===== src/rtl/smr_pkg.sv =====
package smr_pkg;
    localparam int DATA_W = 8;
    localparam int WORD_W = DATA_W + 1;
    localparam int IDX_W  = $clog2(WORD_W + 1);

    typedef struct packed {
        logic              b9;
        logic [DATA_W-1:0] data;
    } rx_word_t;

    typedef enum logic {ST_IDLE, ST_SHIFT} shift_st_t;

    function automatic logic [IDX_W-1:0] last_idx(input logic nine);
        return nine ? IDX_W'(WORD_W - 1) : IDX_W'(DATA_W - 1);
    endfunction
endpackage


===== src/rtl/smr_baud.sv =====
module smr_baud #(
    parameter int DIV_W = 8
) (
    input  logic             clk,
    input  logic             rst,
    input  logic             run,
    input  logic [DIV_W-1:0] div,
    output logic             tick
);
    logic [DIV_W-1:0] cnt_q;

    always_ff @(posedge clk) begin
        if (rst || !run || cnt_q == '0) cnt_q <= div;
        else                            cnt_q <= cnt_q - 1'b1;
    end

    assign tick = run && (cnt_q == '0);
endmodule


===== src/rtl/smr_ctrl.sv =====
module smr_ctrl
    import smr_pkg::*;
(
    input  logic              clk,
    input  logic              rst,
    input  logic              tick,
    input  logic              cont_en,
    input  logic              single_req,
    input  logic              ovr,
    input  logic              mode9,
    input  logic              sd_in,
    output logic              running,
    output logic              sck,
    output logic              single_pend,
    output logic              done,
    output logic [WORD_W-1:0] word
);
    shift_st_t        st_q;
    logic [IDX_W-1:0] bit_q;
    logic             go;

    assign go      = (cont_en || single_pend) && !ovr;
    assign running = (st_q == ST_SHIFT);

    always_ff @(posedge clk) begin
        if (rst) begin
            st_q        <= ST_IDLE;
            sck         <= 1'b0;
            bit_q       <= '0;
            word        <= '0;
            single_pend <= 1'b0;
            done        <= 1'b0;
        end else begin
            done <= 1'b0;
            case (st_q)
                ST_IDLE: begin
                    sck <= 1'b0;
                    if (go) begin
                        st_q  <= ST_SHIFT;
                        bit_q <= '0;
                    end
                end
                ST_SHIFT: begin
                    if (!go) begin
                        st_q <= ST_IDLE;
                        sck  <= 1'b0;
                    end else if (tick) begin
                        if (!sck) begin
                            sck <= 1'b1;
                        end else begin
                            sck         <= 1'b0;
                            word[bit_q] <= sd_in;
                            if (bit_q == last_idx(mode9)) begin
                                st_q        <= ST_IDLE;
                                done        <= 1'b1;
                                single_pend <= 1'b0;
                            end else begin
                                bit_q <= bit_q + 1'b1;
                            end
                        end
                    end
                end
                default: st_q <= ST_IDLE;
            endcase
            if (single_req) single_pend <= 1'b1;
        end
    end


    sck_idle_chk: assert property (@(posedge clk) disable iff (rst)
        (st_q == ST_IDLE) |-> !sck);


    ovr_block_chk: assert property (@(posedge clk) disable iff (rst)
        (ovr && st_q == ST_IDLE) |=> (st_q == ST_IDLE));
endmodule


===== src/rtl/smr_rxbuf.sv =====
module smr_rxbuf
    import smr_pkg::*;
(
    input  logic              clk,
    input  logic              rst,
    input  logic              done,
    input  logic [WORD_W-1:0] word,
    input  logic              mode9,
    input  logic              rd,
    input  logic              cont_en,
    input  logic              irq_en,
    output rx_word_t          buf_q,
    output logic              ready,
    output logic              ovr,
    output logic              irq
);
    logic cont_q;

    always_ff @(posedge clk) begin
        if (rst) begin
            buf_q  <= '0;
            ready  <= 1'b0;
            ovr    <= 1'b0;
            cont_q <= 1'b0;
        end else begin
            cont_q <= cont_en;
            if (cont_q && !cont_en) ovr <= 1'b0;
            if (done) begin
                if (ready && !rd) begin
                    ovr <= 1'b1;
                end else begin
                    buf_q.data <= word[DATA_W-1:0];
                    buf_q.b9   <= mode9 && word[DATA_W];
                    ready      <= 1'b1;
                end
            end else if (rd) begin
                ready <= 1'b0;
            end
        end
    end

    assign irq = ready && irq_en;


    ovr_cause_chk: assert property (@(posedge clk) disable iff (rst)
        $rose(ovr) |-> $past(ready));


    ovr_keep_chk: assert property (@(posedge clk) disable iff (rst)
        (done && ready && !rd) |=> ($stable(buf_q) && ovr));


    rd_clear_chk: assert property (@(posedge clk) disable iff (rst)
        (rd && !done) |=> !ready);
endmodule


===== src/rtl/sync_master_rx.sv =====
module sync_master_rx
    import smr_pkg::*;
#(
    parameter int DIV_W = 8
) (
    input  logic             clk,
    input  logic             rst,
    input  logic [DIV_W-1:0] baud_div,
    input  logic             mode9,
    input  logic             single_req,
    input  logic             cont_en,
    input  logic             irq_en,
    input  logic             rd_strobe,
    input  logic             sd_in,
    output logic             sck,
    output logic [7:0]       rx_data,
    output logic             rx_bit9,
    output logic             rx_ready,
    output logic             ovr_err,
    output logic             single_pend,
    output logic             rx_irq
);
    logic              tick, running, done;
    logic [WORD_W-1:0] word;
    rx_word_t          buf_w;

    smr_baud #(.DIV_W(DIV_W)) u_baud (
        .clk(clk), .rst(rst), .run(running), .div(baud_div), .tick(tick)
    );

    smr_ctrl u_ctrl (
        .clk(clk), .rst(rst), .tick(tick), .cont_en(cont_en),
        .single_req(single_req), .ovr(ovr_err), .mode9(mode9), .sd_in(sd_in),
        .running(running), .sck(sck), .single_pend(single_pend),
        .done(done), .word(word)
    );

    smr_rxbuf u_buf (
        .clk(clk), .rst(rst), .done(done), .word(word), .mode9(mode9),
        .rd(rd_strobe), .cont_en(cont_en), .irq_en(irq_en),
        .buf_q(buf_w), .ready(rx_ready), .ovr(ovr_err), .irq(rx_irq)
    );

    assign rx_data = buf_w.data;
    assign rx_bit9 = buf_w.b9;


    reset_flags_chk: assert property (@(posedge clk)
        rst |=> (!rx_ready && !ovr_err && !sck && !single_pend));
endmodule


===== config.mk =====
export PLATFORM = sky130hd
export DESIGN_NAME = sync_master_rx
export DESIGN_NICKNAME = d
export VERILOG_FILES = /design/src/rtl/smr_pkg.sv /design/src/rtl/smr_baud.sv /design/src/rtl/smr_ctrl.sv /design/src/rtl/smr_rxbuf.sv /design/src/rtl/sync_master_rx.sv
export SDC_FILE = /design/constraint.sdc
export NUM_CORES = 1
export LEC_CHECK = 0
export ABC_AREA = 0
export BUFFER_PORTS_ARGS = -buffer_cell sky130_fd_sc_hd__buf_2
export CAP_MARGIN = 20
export CORE_ASPECT_RATIO = 1.4
export CORE_MARGIN = 2
export CORE_UTILIZATION = 40
export CTS_CLUSTER_SIZE = 12
export DETAILED_ROUTE_END_ITERATION = 12
export PLACE_DENSITY = 0.6
export REMOVE_ABC_BUFFERS = 1
export SLEW_MARGIN = 20
export SYNTH_ARGS = -nofsm -noshare
export SYNTH_HDL_FRONTEND = slang
export SYNTH_SLANG_ARGS = --single-unit
export TNS_END_PERCENT = 5

===== constraint.sdc =====
create_clock -name clk -period 3.9 [get_ports clk]
set_clock_uncertainty 0.2 [all_clocks]
set_input_delay 0.585 -clock clk [delete_from_list [all_inputs] [get_ports clk]]
set_output_delay 0.585 -clock clk [all_outputs]
set_load 0.1 [all_outputs]

# Word level (Yosys, flattened, before mapping)
# Cells that the tools add are included.
dict set report word_totals {
  ff_bits 37
  latch_bits 0
  ram_bits 0
  romBits 0
  input_bits 16
  word_cells 90
  memories 0
}
dict set report op_classes {
  addsub 2
  mul 0
  div 0
  n_lt_le_gt_ge 2
  eq_ne 8
  shift 0
  n_mux 34
  n_bitwise 5
  reduce_logical 27
}
# cell n
set op_table {}
lappend op_table {{4-bit two-way mux} 6}
lappend op_table {{1-bit two-way mux} 22}
lappend op_table {{2-bit nonzero test} 6}
lappend op_table {{5-bit AND reduction} 2}
lappend op_table {{9-bit bitwise mux} 1}
lappend op_table {{8-bit zero test} 1}
lappend op_table {{8-bit two-way mux} 1}
lappend op_table {{2-bit inequality test, second input constant} 4}
lappend op_table {{4-bit one-hot mux with 2 select lines} 1}
lappend op_table {{8-bit by 1-bit subtractor with 8-bit output, second input constant} 1}
lappend op_table {{1-bit logical AND} 7}
lappend op_table {{4-bit by 5-bit less-than comparator with 1-bit output, second input constant} 1}
lappend op_table {{1-bit inverter} 5}
lappend op_table {{5-bit OR reduction} 1}
lappend op_table {{4-bit by 1-bit adder with 4-bit output, second input constant} 1}
lappend op_table {{1-bit demux with 4-bit select} 1}
lappend op_table {{4-bit == test} 1}
lappend op_table {{4-bit by 1-bit >= comparator with 1-bit output, second input constant} 1}
lappend op_table {{1-bit zero test} 4}
lappend op_table {{2-bit by 1-bit inequality test with 1-bit output, second input constant} 2}
lappend op_table {{1-bit one-hot mux with 2 select lines} 2}
lappend op_table {{2-bit AND reduction} 2}
lappend op_table {{4-bit AND reduction} 1}
lappend op_table {{1-bit logical OR} 3}
lappend op_table {{3-bit inequality test, second input constant} 1}

# Depth between registers and ports, before layout
dict set report depth {
  ltp_word 8
  ltp_mapped 7
}

# Cells and area by module
# From an unflattened synthesis, not the netlist that was laid out.
dict set report hier_totals {
  cells_unflattened 193
  hier_area_um2 1749.2
}
# module instances cells_per_inst area_per_inst_um2
set modules_own_cells {}
lappend modules_own_cells {smr_ctrl 1 93 852.1}
lappend modules_own_cells {smr_rxbuf 1 53 451.7}
lappend modules_own_cells {smr_baud 1 47 445.4}

# Worst setup path after synthesis
# OpenSTA, ideal clock, no wires.
dict set report synth_timing {
  path_kind {reg-to-output}
  startpoint {reg u_buf.ready}
  endpoint {out rx_irq}
  arrival_time_ns 1.807
  t_required_ns 3.115
  slack_ns 1.308
  path_stages_with_launch 2
  n_path_buf 0
  path_cell_list {dfxtp_1 > and2_1}
}
dict set report synth_via {
  elab_chain_cells 1
}
# element line_no
set synth_lines {}
lappend synth_lines {{from (decl)} smr_rxbuf.sv:13} ;# output logic ready,
lappend synth_lines {{from (signal assigned)} smr_rxbuf.sv:22} ;# ready <= 1'b0;
lappend synth_lines {{from (signal assigned)} smr_rxbuf.sv:34} ;# ready <= 1'b1;
lappend synth_lines {{from (signal assigned)} smr_rxbuf.sv:37} ;# ready <= 1'b0;
lappend synth_lines {{1-bit logical AND} smr_rxbuf.sv:42} ;# assign irq = ready && irq_en;
lappend synth_lines {{to (decl)} sync_master_rx.sv:21} ;# output logic rx_irq
# No other way between the ends.

# Worst setup path in the final report
dict set report layout_timing {
  startpoint {reg u_baud.cnt_q[4]}
  endpoint {reg u_ctrl.word[8]}
}
dict set report layout_via {
  elab_chain_cells 3
}
# element line_no
set layout_lines {}
lappend layout_lines {{from (decl)} smr_baud.sv:10} ;# logic [DIV_W-1:0] cnt_q;
lappend layout_lines {{from (signal assigned)} smr_baud.sv:13} ;# if (rst || !run || cnt_q == '0) cnt_q <= div;
lappend layout_lines {{from (signal assigned)} smr_baud.sv:14} ;# else cnt_q <= cnt_q - 1'b1;
lappend layout_lines {{8-bit zero test} smr_baud.sv:17} ;# assign tick = run && (cnt_q == '0);
lappend layout_lines {{1-bit logical AND} smr_baud.sv:17}
lappend layout_lines {{4-bit AND reduction (no line)} n/a}
lappend layout_lines {{to (signal, indexed assignment)} smr_ctrl.sv:52} ;# word[bit_q] <= sd_in;
lappend layout_lines {{to (decl)} smr_ctrl.sv:16} ;# output logic [WORD_W-1:0] word
# No other way between the ends.
# A chain may end at the register's enable or synchronous reset.

==> out/summary.txt <==
final WL: 3100 um
Synth cell types: 40
area leader, netlist: dfxtp_1
PwrDens: 387 mW/mm^2
vias per inst: 4.89
Die Ht: 82.4 um
cell row count: 28
leak pwr: 0.903 nW
post-layout util: 0.479
final setup violating endpoints: 0
first-pass GRT wire length: 5380 um
# fillers: 416
num ports: 30
largest net degree at the start of global routing: 32
top_reg_cell synth: dfxtp_1
Worst-Skew Late Latency: 0.28 ns
# clock sinks: 37
final slew viol count: 0
DRC Markers: 0
min cycle time layout: 2.14 ns
Async SR Flop Fraction: 0
worst endpoint required time: 3.85 ns
cts repair resizes: 0
status: finished, final reports clean
Syn Inst Count: 190
postcts setup bufs: 0
Core Region: 0.00424 sq mm
Slew HR: 0.421
path category of the worst min-delay check: flip-flop to flip-flop
Hold Vio Cnt, Final: 0
initial antenna violation count: 0
vias in the first global route: 1256
ANT nets after route: 0
# nets final: 238
DP Cell Count: 270
RSZ-0062 raised after global routing: no
HP Start: u_buf.buf_q[8]$_SDFFE_PP0P_
routed vias: 1359
Die X: 60.0 um
Die Area: 0.00494 sq mm
crit path from: u_baud.cnt_q[4]$_DFF_P_
Routed WL per cell: 11.1 um
DP Wirelength: 2270 um
VDD IR-drop max: 0.278 mV
CTS HTree Levels: 2
total gr overflow: 0
starting density of the core: 0.414
CTS tree: yes
Setup TNS: 0 ns
fin crit share: 0.549
register area: 741 sq um
crit path DAT: 2.10 ns
area growth from synthesis to layout: 15.8%
Startpoint Class: flip-flop
EDFF count, synth: 0
slew at the pin closest to its max-slew limit: 0.861 ns
post-synth top area share: 0.422
initial DRC count: 36
Final Power: 0.786 mW
fmax: 467 MHz
CP Capture Type: flip-flop
fin cells: 278
GPL Wtd Cong: 0.733
clk root buf: clkbuf_8
Syn Area/Cell: 9.23 sq um
antenna cell count: 0
maximum clock insertion buffer count: 2
synth top area cells: dfxtp_1, mux2i_1, nor2_1, nand2b_1, ha_1
total of max-cap violations: 0
Worst-path clk slew: 0.07 ns
Mapped Area: 0.00175 sq mm
sequential element share of the synthesized area: 0.422
GRT Util Overall: 0.141
synth warn: 0
Yosys reg bits: 37
Num CTS Buffers: 5
WS Path Type: flip-flop to flip-flop
Max FO, Critical Path: 10
reg-to-reg startpoint: u_baud.cnt_q[4]$_DFF_P_
hold_buf cts: 0
share of post-route cells with drive strength above 1: 0.193
Multi-input gate area: 917 sq um
DR pass1 iterations: 4
PortBufs: 29
## critical path, stage by stage, from the launching register on
cell      delay (ns)
dfxtp_1         0.37
or4_4           0.58
nor4_4          0.53
nand4b_1        0.19
mux2i_1         0.15
## state kept, by name, indices dropped and copies added, names as in the netlist
register,count
u_ctrl.done,1
u_ctrl.sck,1
u_ctrl.running,1
u_baud.cnt_q,8
u_ctrl.single_pend,1
u_buf.ready,1
u_ctrl.word,9
u_buf.ovr,1
u_ctrl.bit_q,4
u_buf.buf_q,9
u_buf.cont_q,1
## layout by cell type, fill, tap and decap left out, types with 2 or more instances in the layout
master,Yosys,layout
mux2i_1,18,18
nand3b_1,4,4
nor4_1,3,3
a31oi_1,3,3
nand3_1,4,4
clkbuf_8,0,6
o221ai_1,2,2
xnor2_1,4,4
nand4b_1,2,2
buf_2,0,29
nand2b_1,11,11
a21oi_1,10,10
inv_1,8,8
nor2b_1,6,6
and2_1,3,3
nand2_1,10,10
xor2_1,2,2
nor2_1,23,23
dfxtp_1,37,37
ha_1,5,5
nor3_1,4,4
nand4_1,4,4
## cells in the mapped netlist (2+ instances only)
cell type   n
ha_1        5
clkbuf_1    8
o221ai_1    2
nor2b_1     6
nand2_1    10
mux2i_1    18
inv_1       8
xnor2_1     4
nand4b_1    2
xor2_1      2
and2_1      3
nand3b_1    4
nand4_1     4
a31oi_1     3
nand2b_1   11
dfxtp_1    37
nor4_1      3
nand3_1     4
a21oi_1    10
nor3_1      4
nor2_1     23
## area by class of cell
cell class,count,area share
multi-input cells,135,0.451
flip-flops and latches,37,0.365
repair buffers,30,0.0751
clock buffers,7,0.0425
well taps,60,0.0369
clock inverters,1,0.0148
inverters,8,0.0148
## cells by family after synthesis
| family | Yosys count | synth area share |
|---|---|---|
| and+or+nand+nor | 81 | 0.258 |
| DFF | 37 | 0.422 |
| AOI/OAI and AO/OA | 24 | 0.0899 |
| muxes | 19 | 0.109 |
| buffers and inverters | 18 | 0.0549 |
| xor gates and xnor gates | 6 | 0.0300 |
| adders and majority gates | 5 | 0.0357 |
## report_power, final
| group | switching, mW | total (mW) | internal, mW |
|---|---|---|---|
| registers | 0.0102 | 0.398 | 0.387 |
| logic | 0.0292 | 0.0511 | 0.0219 |
| clock network | 0.129 | 0.337 | 0.208 |
## layer usage
| metal | wire, um | part of all wire | GRT usage | vias up |
|---|---|---|---|---|
| met1 | 1350 | 0.44 | 0.155 | 616 |
| met3 | 116 | 0.037 | 0.0389 | 2 |
| met4 | 23 | 0.0074 | 0.0467 | 0 |
| met2 | 1610 | 0.52 | 0.255 | 26 |
| li1 | - | - | - | 715 |
| met5 | 0 | 0 | 0 | - |
## per-stage QoR
step | hold WS, ns | setup WS, ns | area [sq um]
after floorplan | 0.251 | 1.31 | 1690
after global placement | 0.245 | 1.73 | 1920
after detailed placement | 0.253 | 1.71 | 1920
after CTS | 0.263 | 1.75 | 2030
after global routing | 0.284 | 1.61 | 2030
final | 0.259 | 1.76 | 2030
## worst paths after layout
check | endpoint | slack (ns) | cells after the start
worst min-delay path | u_buf.buf_q[8]$_SDFFE_PP0P_ | 0.26 | 2
worst min register to register | u_buf.buf_q[8]$_SDFFE_PP0P_ | 0.26 | 2
worst max register to register | u_ctrl.word[8]$_SDFFE_PP0P_ | 1.76 | 4
worst max-delay path | u_ctrl.word[8]$_SDFFE_PP0P_ | 1.76 | 4
Note: power is estimated with default switching activity, not from simulation.
